<file path="src/rtl/thermal_alarm_pkg.sv">
package thermal_alarm_pkg;
  localparam int unsigned DATA_W  = 32;
  localparam int unsigned TEMP_W  = 8;
  localparam int unsigned LEVELS  = 3;
  localparam int unsigned ADDR_W  = 3;
  localparam int unsigned STRIDE  = 4;

  localparam logic [ADDR_W-1:0] A_THR_RISE = 3'd0;
  localparam logic [ADDR_W-1:0] A_THR_FALL = 3'd1;
  localparam logic [ADDR_W-1:0] A_ENABLE   = 3'd2;
  localparam logic [ADDR_W-1:0] A_STATUS   = 3'd3;
  localparam logic [ADDR_W-1:0] A_CLEAR    = 3'd4;
  localparam logic [ADDR_W-1:0] A_TEMP     = 3'd5;

  // Rising level x sits at STRIDE*x, falling level x at STRIDE*(LEVELS+x).
  function automatic logic [DATA_W-1:0] alarm_bits_mask();
    logic [DATA_W-1:0] m;
    m = '0;
    for (int i = 0; i < 2 * LEVELS; i++) m[STRIDE*i] = 1'b1;
    return m;
  endfunction
endpackage

</file>
<file path="src/rtl/ta_sample_reg.sv">
module ta_sample_reg #(
  parameter int unsigned TEMP_W = 8
) (
  input  logic              clk,
  input  logic              rst_n,
  input  logic              valid,
  input  logic [TEMP_W-1:0] code,
  output logic [TEMP_W-1:0] held,
  output logic              fire
);
  assign fire = valid;

  always_ff @(posedge clk) begin
    if (!rst_n)     held <= '0;
    else if (valid) held <= code;
  end

  assert_temp_hold_R9: assert property (@(posedge clk) disable iff (!rst_n)
    !valid |=> $stable(held));
endmodule

</file>
<file path="src/rtl/ta_level_detect.sv">
module ta_level_detect #(
  parameter int unsigned TEMP_W = 8
) (
  input  logic              fire,
  input  logic [TEMP_W-1:0] prev_code,
  input  logic [TEMP_W-1:0] new_code,
  input  logic [TEMP_W-1:0] lim_rise,
  input  logic [TEMP_W-1:0] lim_fall,
  output logic              rise_evt,
  output logic              fall_evt
);
  // Crossing tests relative to the code held from the prior sample.
  assign rise_evt = fire && (prev_code < lim_rise) && (new_code >= lim_rise);
  assign fall_evt = fire && (prev_code > lim_fall) && (new_code <= lim_fall);
endmodule

</file>
<file path="src/rtl/ta_status_bank.sv">
module ta_status_bank #(
  parameter int unsigned DATA_W = 32
) (
  input  logic              clk,
  input  logic              rst_n,
  input  logic [DATA_W-1:0] set_vec,
  input  logic [DATA_W-1:0] clr_vec,
  output logic [DATA_W-1:0] status
);
  always_ff @(posedge clk) begin
    if (!rst_n) status <= '0;
    else        status <= (status & ~clr_vec) | set_vec;
  end

  assert_set_wins_R7: assert property (@(posedge clk) disable iff (!rst_n)
    (set_vec != '0) |=> ((status & $past(set_vec)) == $past(set_vec)));
  assert_sticky_R5: assert property (@(posedge clk) disable iff (!rst_n)
    (clr_vec == '0) |=> ((status & $past(status)) == $past(status)));
  assert_no_spurious_R4: assert property (@(posedge clk) disable iff (!rst_n)
    ((status & ~$past(status)) & ~$past(set_vec)) == '0);
endmodule

</file>
<file path="src/rtl/ta_regfile.sv">
module ta_regfile
  import thermal_alarm_pkg::*;
#(
  parameter int unsigned DW     = DATA_W,
  parameter int unsigned TW     = TEMP_W,
  parameter int unsigned NLVL   = LEVELS,
  parameter int unsigned AW     = ADDR_W
) (
  input  logic          clk,
  input  logic          rst_n,
  input  logic          wr,
  input  logic [AW-1:0] addr,
  input  logic [DW-1:0] wdata,
  input  logic [DW-1:0] status,
  input  logic [TW-1:0] temp,
  output logic [DW-1:0] thr_rise,
  output logic [DW-1:0] thr_fall,
  output logic [DW-1:0] enable,
  output logic [DW-1:0] clr_vec,
  output logic [DW-1:0] rdata
);
  localparam logic [DW-1:0] ALARM_MASK = alarm_bits_mask();
  localparam int unsigned   THR_BITS   = TW * NLVL;
  localparam logic [DW-1:0] THR_MASK   = {{(DW-THR_BITS){1'b0}}, {THR_BITS{1'b1}}};

  always_ff @(posedge clk) begin
    if (!rst_n) begin
      thr_rise <= '0;
      thr_fall <= '0;
      enable   <= '0;
    end else if (wr) begin
      if (addr == A_THR_RISE) thr_rise <= wdata & THR_MASK;
      if (addr == A_THR_FALL) thr_fall <= wdata & THR_MASK;
      if (addr == A_ENABLE)   enable   <= wdata & ALARM_MASK;
    end
  end

  assign clr_vec = (wr && addr == A_CLEAR) ? (wdata & ALARM_MASK) : '0;

  always_comb begin
    unique case (addr)
      A_THR_RISE: rdata = thr_rise;
      A_THR_FALL: rdata = thr_fall;
      A_ENABLE:   rdata = enable;
      A_STATUS:   rdata = status;
      A_TEMP:     rdata = {{(DW-TW){1'b0}}, temp};
      default:    rdata = '0;
    endcase
  end
endmodule

</file>
<file path="src/rtl/thermal_alarm_ctrl.sv">
module thermal_alarm_ctrl
  import thermal_alarm_pkg::*;
#(
  parameter int unsigned DW   = DATA_W,
  parameter int unsigned TW   = TEMP_W,
  parameter int unsigned NLVL = LEVELS,
  parameter int unsigned AW   = ADDR_W
) (
  input  logic          clk,
  input  logic          rst_n,
  input  logic          samp_valid,
  output logic          samp_ready,
  input  logic [TW-1:0] samp_code,
  input  logic          reg_wr,
  input  logic [AW-1:0] reg_addr,
  input  logic [DW-1:0] reg_wdata,
  output logic [DW-1:0] reg_rdata,
  output logic          irq
);
  logic [TW-1:0] held;
  logic          fire;
  logic [DW-1:0] thr_rise, thr_fall, enable, clr_vec, status, set_vec;
  logic [NLVL-1:0] rise_evt, fall_evt;

  assign samp_ready = 1'b1;

  ta_sample_reg #(.TEMP_W(TW)) u_sample (
    .clk(clk), .rst_n(rst_n), .valid(samp_valid), .code(samp_code),
    .held(held), .fire(fire));

  ta_regfile #(.DW(DW), .TW(TW), .NLVL(NLVL), .AW(AW)) u_regs (
    .clk(clk), .rst_n(rst_n), .wr(reg_wr), .addr(reg_addr), .wdata(reg_wdata),
    .status(status), .temp(held), .thr_rise(thr_rise), .thr_fall(thr_fall),
    .enable(enable), .clr_vec(clr_vec), .rdata(reg_rdata));

  for (genvar x = 0; x < NLVL; x++) begin : g_lvl
    ta_level_detect #(.TEMP_W(TW)) u_det (
      .fire(fire), .prev_code(held), .new_code(samp_code),
      .lim_rise(thr_rise[TW*x +: TW]), .lim_fall(thr_fall[TW*x +: TW]),
      .rise_evt(rise_evt[x]), .fall_evt(fall_evt[x]));
  end

  always_comb begin
    set_vec = '0;
    for (int x = 0; x < NLVL; x++) begin
      set_vec[STRIDE*x]        = rise_evt[x];
      set_vec[STRIDE*(NLVL+x)] = fall_evt[x];
    end
  end

  ta_status_bank #(.DATA_W(DW)) u_status (
    .clk(clk), .rst_n(rst_n), .set_vec(set_vec), .clr_vec(clr_vec),
    .status(status));

  assign irq = |(status & enable);

  assert_masked_irq_R8: assert property (@(posedge clk) disable iff (!rst_n)
    (enable == '0) |-> !irq);
  assert_rise_sets_R2: assert property (@(posedge clk) disable iff (!rst_n)
    rise_evt[0] |=> status[0]);
  assert_fall_sets_R3: assert property (@(posedge clk) disable iff (!rst_n)
    fall_evt[0] |=> status[STRIDE*NLVL]);
  assert_ready_high_R11: assert property (@(posedge clk) samp_ready);
endmodule

</file>
<file path="config.mk">
export PLATFORM = sky130hd
export DESIGN_NAME = thermal_alarm_ctrl
export DESIGN_NICKNAME = d
export VERILOG_FILES = /design/src/rtl/thermal_alarm_pkg.sv /design/src/rtl/ta_sample_reg.sv /design/src/rtl/ta_level_detect.sv /design/src/rtl/ta_status_bank.sv /design/src/rtl/ta_regfile.sv /design/src/rtl/thermal_alarm_ctrl.sv
export SDC_FILE = /design/constraint.sdc
export NUM_CORES = 1
export LEC_CHECK = 0
export BUFFER_PORTS_ARGS = -buffer_cell sky130_fd_sc_hd__buf_2
export CAP_MARGIN = 20
export CELL_PAD_IN_SITES_DETAIL_PLACEMENT = 1
export CELL_PAD_IN_SITES_GLOBAL_PLACEMENT = 1
export CORE_MARGIN = 2
export CORE_UTILIZATION = 50
export CTS_CLUSTER_SIZE = 40
export DETAILED_ROUTE_END_ITERATION = 16
export PLACE_DENSITY = 0.9
export SLEW_MARGIN = 15
export SYNTH_ARGS = -nofsm -noshare
export SYNTH_HDL_FRONTEND = slang
export SYNTH_HIERARCHICAL = 1
export SYNTH_SLANG_ARGS = --single-unit
</file>
<file path="constraint.sdc">
create_clock -name clk -period 3.85 [get_ports clk]
set_clock_uncertainty 0.2 [all_clocks]
set_input_delay 0.1925 -clock clk [delete_from_list [all_inputs] [get_ports clk]]
set_output_delay 0.1925 -clock clk [all_outputs]
set_load 0.05 [all_outputs]
</file>
==> impl_metrics.ini, run 1 <==
[run_status]
status = finished, final reports clean

[global_route]
first_global_vias = 6409
grt_start_max_net_pins = 39
grt_overflow = 0
antenna_found_initial = 0
grtUsageTotal_pct = 30.3
grt_pass1_wl_um = 34800

[floorplanning]
rows = 43
core_area_um2 = 14000
initial_core_util_pct = 51.4
dieArea_um2 = 15400
dieWidth_um = 124
die_h_um = 124
ioPinCount = 81

[detailed_routing]
drtPass1Iterations = 5
drc = 0
totalWireLength_um = 22200
drtIter0Drc = 300
routedWlPerCell_um = 20.1
vias = 6196
drtAntennaViolNets = 0
routed_via_density = 5.59

[layout]
area_growth_pct = 11.9
nets = 1063
drive_above_1_share_pct = 17.7
final_core_util_pct = 57.6
antennaDiodeCount = 0

[min_path]
min-delay-start = samp_code[1]
min_path_cells = 3
hp-class = in2reg
whs_endpoint = u_sample/held[1]$_SDFFE_PN0P_

[timing]
timing.hold.ws_ns = 0.0601
min_period_ns = 2.60
slew-limit-headroom_pct = 32.5
setup_viol = 0
fmax_mhz = 384
hold_viol_final = 0
rsz0062_at_grt = false
drv_slew = 0
worst_pin_slew_ns = 1.01
finalSetupTns_ns = 0
timing.final.crit_share_pct = 67.6

[placement]
dp_hpwl_um = 15900
port_buffers = 71
gp_congestion = 0.846

[setup_path]
crit_required_ns = 3.46
timing.rr.end = u_status/status[16]$_SDFF_PN0_
crit_path_max_fanout = 35
crit_family = buffers and inverters
rr_startpoint = u_sample/held[6]$_SDFFE_PN0P_
critical_path.cell_chain = buf_2, and3b_1, a22oi_1, o21ai_0, buf_2
ff2ff_setup_slack_ns = 1.59
crit_top_cell = buf_2
cp_slowest_stage_delay_ns = 0.75
cpMaxStageDelayCell = buf_2
rr_worst_depth = 6
crit_type = in2out
crit_buf_inv = 2
crit_path_end_kind = primary output
worst_setup_path_start_kind = input port
crit_arrival_ns = 2.21

[clocking]
htree_levels = 3
clk_pin_slew_ns = 0.07
cts.sink_count = 94
clock_latency_ns = 0.37
tritoncts = done
clock_path_buffers = 2
post_cts_resized = 0
cts_buffers = 9
root_buffer = clkbuf_16

[run]
cap_violations = 0

[yosys]
yosysWarningCount = 6
syn_avg_cell_area_um2 = 8.76
synth.cell_area_um2 = 7200
synthCells = 821

[power]
power_mw = 2.55
power_density_nw_per_um2 = 317
cellLeakagePower_nw = 3.41
ir_drop_v = 0.000197
what timing repair did:
item                                   in CTS  in global routing
endpoints found under the hold margin      52                  0
buffers inserted                            0                  0
hold buffers                               25                  0
worst max-delay path by stage:
stage | start | to | slack, ns | depth (start not counted)
6_report | reg_addr[0] | reg_rdata[1] | 1.25 | 5
5_1_grt | reg_addr[0] | reg_rdata[1] | 1.09 | 5
4_1_cts | reg_addr[0] | reg_rdata[5] | 1.29 | 5
3_5_place_dp | reg_addr[0] | u_regs/thr_fall[17]$_SDFFE_PN0P_ | 1.22 | 5
3_3_place_gp | reg_addr[0] | reg_rdata[1] | 1.32 | 5
2_1_floorplan | reg_addr[0] | reg_rdata[1] | 1.53 | 6
routing by layer:
| metal | GRT usage, % | up-vias | wire length [um] |
|---|---|---|---|
| met5 | 0 | - | 0 |
| met2 | 51.3 | 179 | 10800 |
| li1 | - | 2938 | - |
| met1 | 37.9 | 3033 | 9730 |
| met4 | 15.7 | 0 | 935 |
| met3 | 3.62 | 46 | 804 |
layout make-up:
| class | instances | area (um^2) |
|---|---|---|
| clock buffers | 10 | 239 |
| well taps | 180 | 225 |
| clock inverters | 6 | 76.3 |
| repair buffers | 103 | 658 |
| inverters | 49 | 184 |
| flip-flops and latches | 94 | 1880 |
| fillers | 1706 | 5940 |
| multi-input cells | 666 | 4790 |
flip-flops by register name (all words and copies together) (netlist names):
name,count
u_regs/thr_fall,24
u_regs/thr_rise,24
u_sample/held,8
u_regs/enable,6
u_status/status,32
through the flow:
stage	setup WS [ns]	instances	cell area, um^2
2_1_floorplan	1.53	897	7480
3_3_place_gp	1.32	1067	7490
3_5_place_dp	1.22	1067	7490
4_1_cts	1.29	1108	8050
5_1_grt	1.09	1108	8050
6_report	1.25	1108	8050
where the power goes:
part / switching, mW / total [mW] / leakage, nW / internal [mW]
Combinational: 0.289 / 0.507 / 2.48 / 0.218
Clock: 0.447 / 0.982 / 0.156 / 0.535
Sequential: 0.0501 / 1.06 / 0.769 / 1.01
Total: 0.786 / 2.55 / 3.41 / 1.77
cells in the final DEF (no fill, tap or decap), drive strengths merged, types with 2 or more instances in the layout:
| cell | count |
|---|---|
| dfxtp | 94 |
| a22oi | 24 |
| nor2 | 6 |
| clkbuf | 10 |
| a21o | 20 |
| and3b | 2 |
| conb | 79 |
| o21ai | 14 |
| ha | 93 |
| mux2 | 8 |
| o31ai | 3 |
| dlygate4sd3 | 25 |
| buf | 78 |
| a211oi | 8 |
| mux2i | 28 |
| a21oi | 34 |
| nand3 | 2 |
| inv | 53 |
| nor4b | 2 |
| or3 | 3 |
| nand2 | 117 |
| o211ai | 5 |
| o221a | 3 |
| nor4bb | 2 |
| and2 | 16 |
| mux4 | 4 |
| a21boi | 51 |
| or2 | 12 |
| o2111ai | 3 |
| and3 | 3 |
| nand4 | 19 |
| nor3 | 2 |
| o21a | 35 |
| nor4 | 2 |
| nor2b | 56 |
| nand2b | 7 |
tightest hold or removal path, stage by stage:
cell and delay, ns:
buf_2 0.17, mux2i_1 0.15, nor2b_1 0.06
(Power assumes the default switching activity.)
==> run 2: changes to the inputs <==
CORE_UTILIZATION = 42   (was 50)
PLACE_DENSITY = 0.81   (was 0.9)
clock period = 2.3 ns   (was 3.85 ns; I/O delays follow)
==> impl_metrics.ini, run 2 (synthesis results as in run 1) <==
[timing]
setup_viol = 0
fmax_mhz = 455
slew-limit-headroom_pct = 54.3
finalSetupTns_ns = 0
timing.final.crit_share_pct = 95.6
min_period_ns = 2.20
worst_pin_slew_ns = 0.680
rsz0062_at_grt = false
hold_viol_final = 0
drv_slew = 0

[layout]
drive_above_1_share_pct = 19.9
largest_register_ffs = 32
regMostFlops = u_status/status
final_cell_mix = nand2_1, ha_1, dfxtp_1
area_growth_pct = 15.7
top_regs = u_status/status (32), u_regs/thr_fall (24), u_regs/thr_rise (24)
final_common_cell = nand2_1
fin_area_um2 = 8330
nets = 1086
antennaDiodeCount = 0

[setup_path]
crit_path_max_fanout = 7
ff2ff_setup_slack_ns = 0.14
crit_path_end_kind = register
crit_buf_inv = 3
critical_path.cell_chain = dlygate4sd3_1, buf_2, ha_1, nand4_1, nor2_1, a21oi_1, nor4_1, buf_4, o21a_1
cpMaxStageDelayCell = dlygate4sd3_1
worst_setup_path_start_kind = input port
crit_family = buffers and inverters
crit_required_ns = 2.40
timing.rr.end = u_status/status[12]$_SDFF_PN0_
crit_arrival_ns = 2.30
rr_worst_depth = 6
crit_type = in2reg
rr_startpoint = u_sample/held[6]$_SDFFE_PN0P_
cp_slowest_stage_delay_ns = 0.55

[floorplanning]
initial_core_util_pct = 43.2
die_h_um = 135
core_area_um2 = 16600
rows = 47
dieArea_um2 = 18200
ioPinCount = 81
dieWidth_um = 135

[clocking]
cts.sink_count = 94
tritoncts = done
clock_path_buffers = 2
root_buffer = clkbuf_16
htree_levels = 3
clock_latency_ns = 0.36
clk_pin_slew_ns = 0.07
cts_buffers = 9

[power]
power_density_nw_per_um2 = 510
cellLeakagePower_nw = 3.53
ir_drop_v = 0.000397

[global_route]
first_global_vias = 6631
grtUsageTotal_pct = 25.4
grt_pass1_wl_um = 35300
grt_start_max_net_pins = 95
grt_overflow = 0
antenna_found_initial = 0

[detailed_routing]
totalWireLength_um = 22300
drtIter0Drc = 259
drtPass1Iterations = 4
wl_met3_um = 795
routed_via_density = 5.35
met1_length_um = 9790
routedWlPerCell_um = 19.0
wl_met2_um = 10600
drtAntennaViolNets = 0
drc = 0
vias = 6263
top_layer_used = met4

[min_path]
min_path_cells = 3
whs_endpoint = u_sample/held[2]$_SDFFE_PN0P_
min-delay-start = samp_code[2]
hp-class = in2reg

[placement]
dp_hpwl_um = 16500
dpl_cell_area_um2 = 7740
port_buffers = 71
gp_congestion = 0.887

[run]
cap_violations = 0

[run_status]
status = finished, final reports clean
==> run 2: what timing repair did <==
action / in CTS / in global routing
setup buffers: 0 / 0
hold endpoints to repair: 57 / 0
setup endpoints to repair: 0 / 4
hold buffers: 27 / 0
resized for setup: 0 / 5
==> run 2: tightest hold or removal path: cells and delay by family <==
kind                   cells  cell delay, ns
buffers and inverters      1            0.18
multiplexers               1            0.16
AND/OR/NAND/NOR            1            0.06
==> run 2: worst max path at each step <==
stage,from,to,depth (start not counted)
floorplan,reg_addr[0],reg_rdata[1],6
finish,samp_code[7],u_status/status[20]$_SDFF_PN0_,9
global route,samp_code[0],u_status/status[4]$_SDFF_PN0_,10
global placement,u_sample/held[1]$_SDFFE_PN0P_,u_status/status[8]$_SDFF_PN0_,7
detailed placement,u_sample/held[1]$_SDFFE_PN0P_,u_status/status[12]$_SDFF_PN0_,8
CTS,samp_code[0],u_status/status[0]$_SDFF_PN0_,10
==> run 2: stage by stage <==
stage                     setup WS, ns  power, mW  std cells  util [%]  hold slack, ns
after global placement           0.194       2.59       1128      46.5           0.171
after detailed placement         0.144       2.63       1128      46.5           0.176
after CTS                       0.0501       4.25       1171      49.9        0.000135
final                            0.101       4.24       1171      50.0         0.00483
after global routing            0.0103       4.44       1171      50.0         0.00990
after floorplan                  0.137       2.41        897         -          0.0325
==> run 2: metal layers <==
layer,up-vias,GRT usage (%)
met5,-,0
met4,0,13.9
met3,55,2.93
met2,160,42.3
met1,3063,31.9
li1,2985,-
==> run 2: cell type report <==
class	instances	area (um^2)
timing repair buffer	126	876
clock buffer	10	229
inverter	49	184
fill	2045	8310
clock inverter	6	71.3
multi-input combinational	666	4810
tap	220	275
sequential	94	1880
==> run 2: power by group <==
part           switching [mW]  internal [mW]  leakage (nW)
Clock                   0.723          0.855         0.145
Combinational           0.502          0.398          2.62
Sequential             0.0719           1.69         0.770
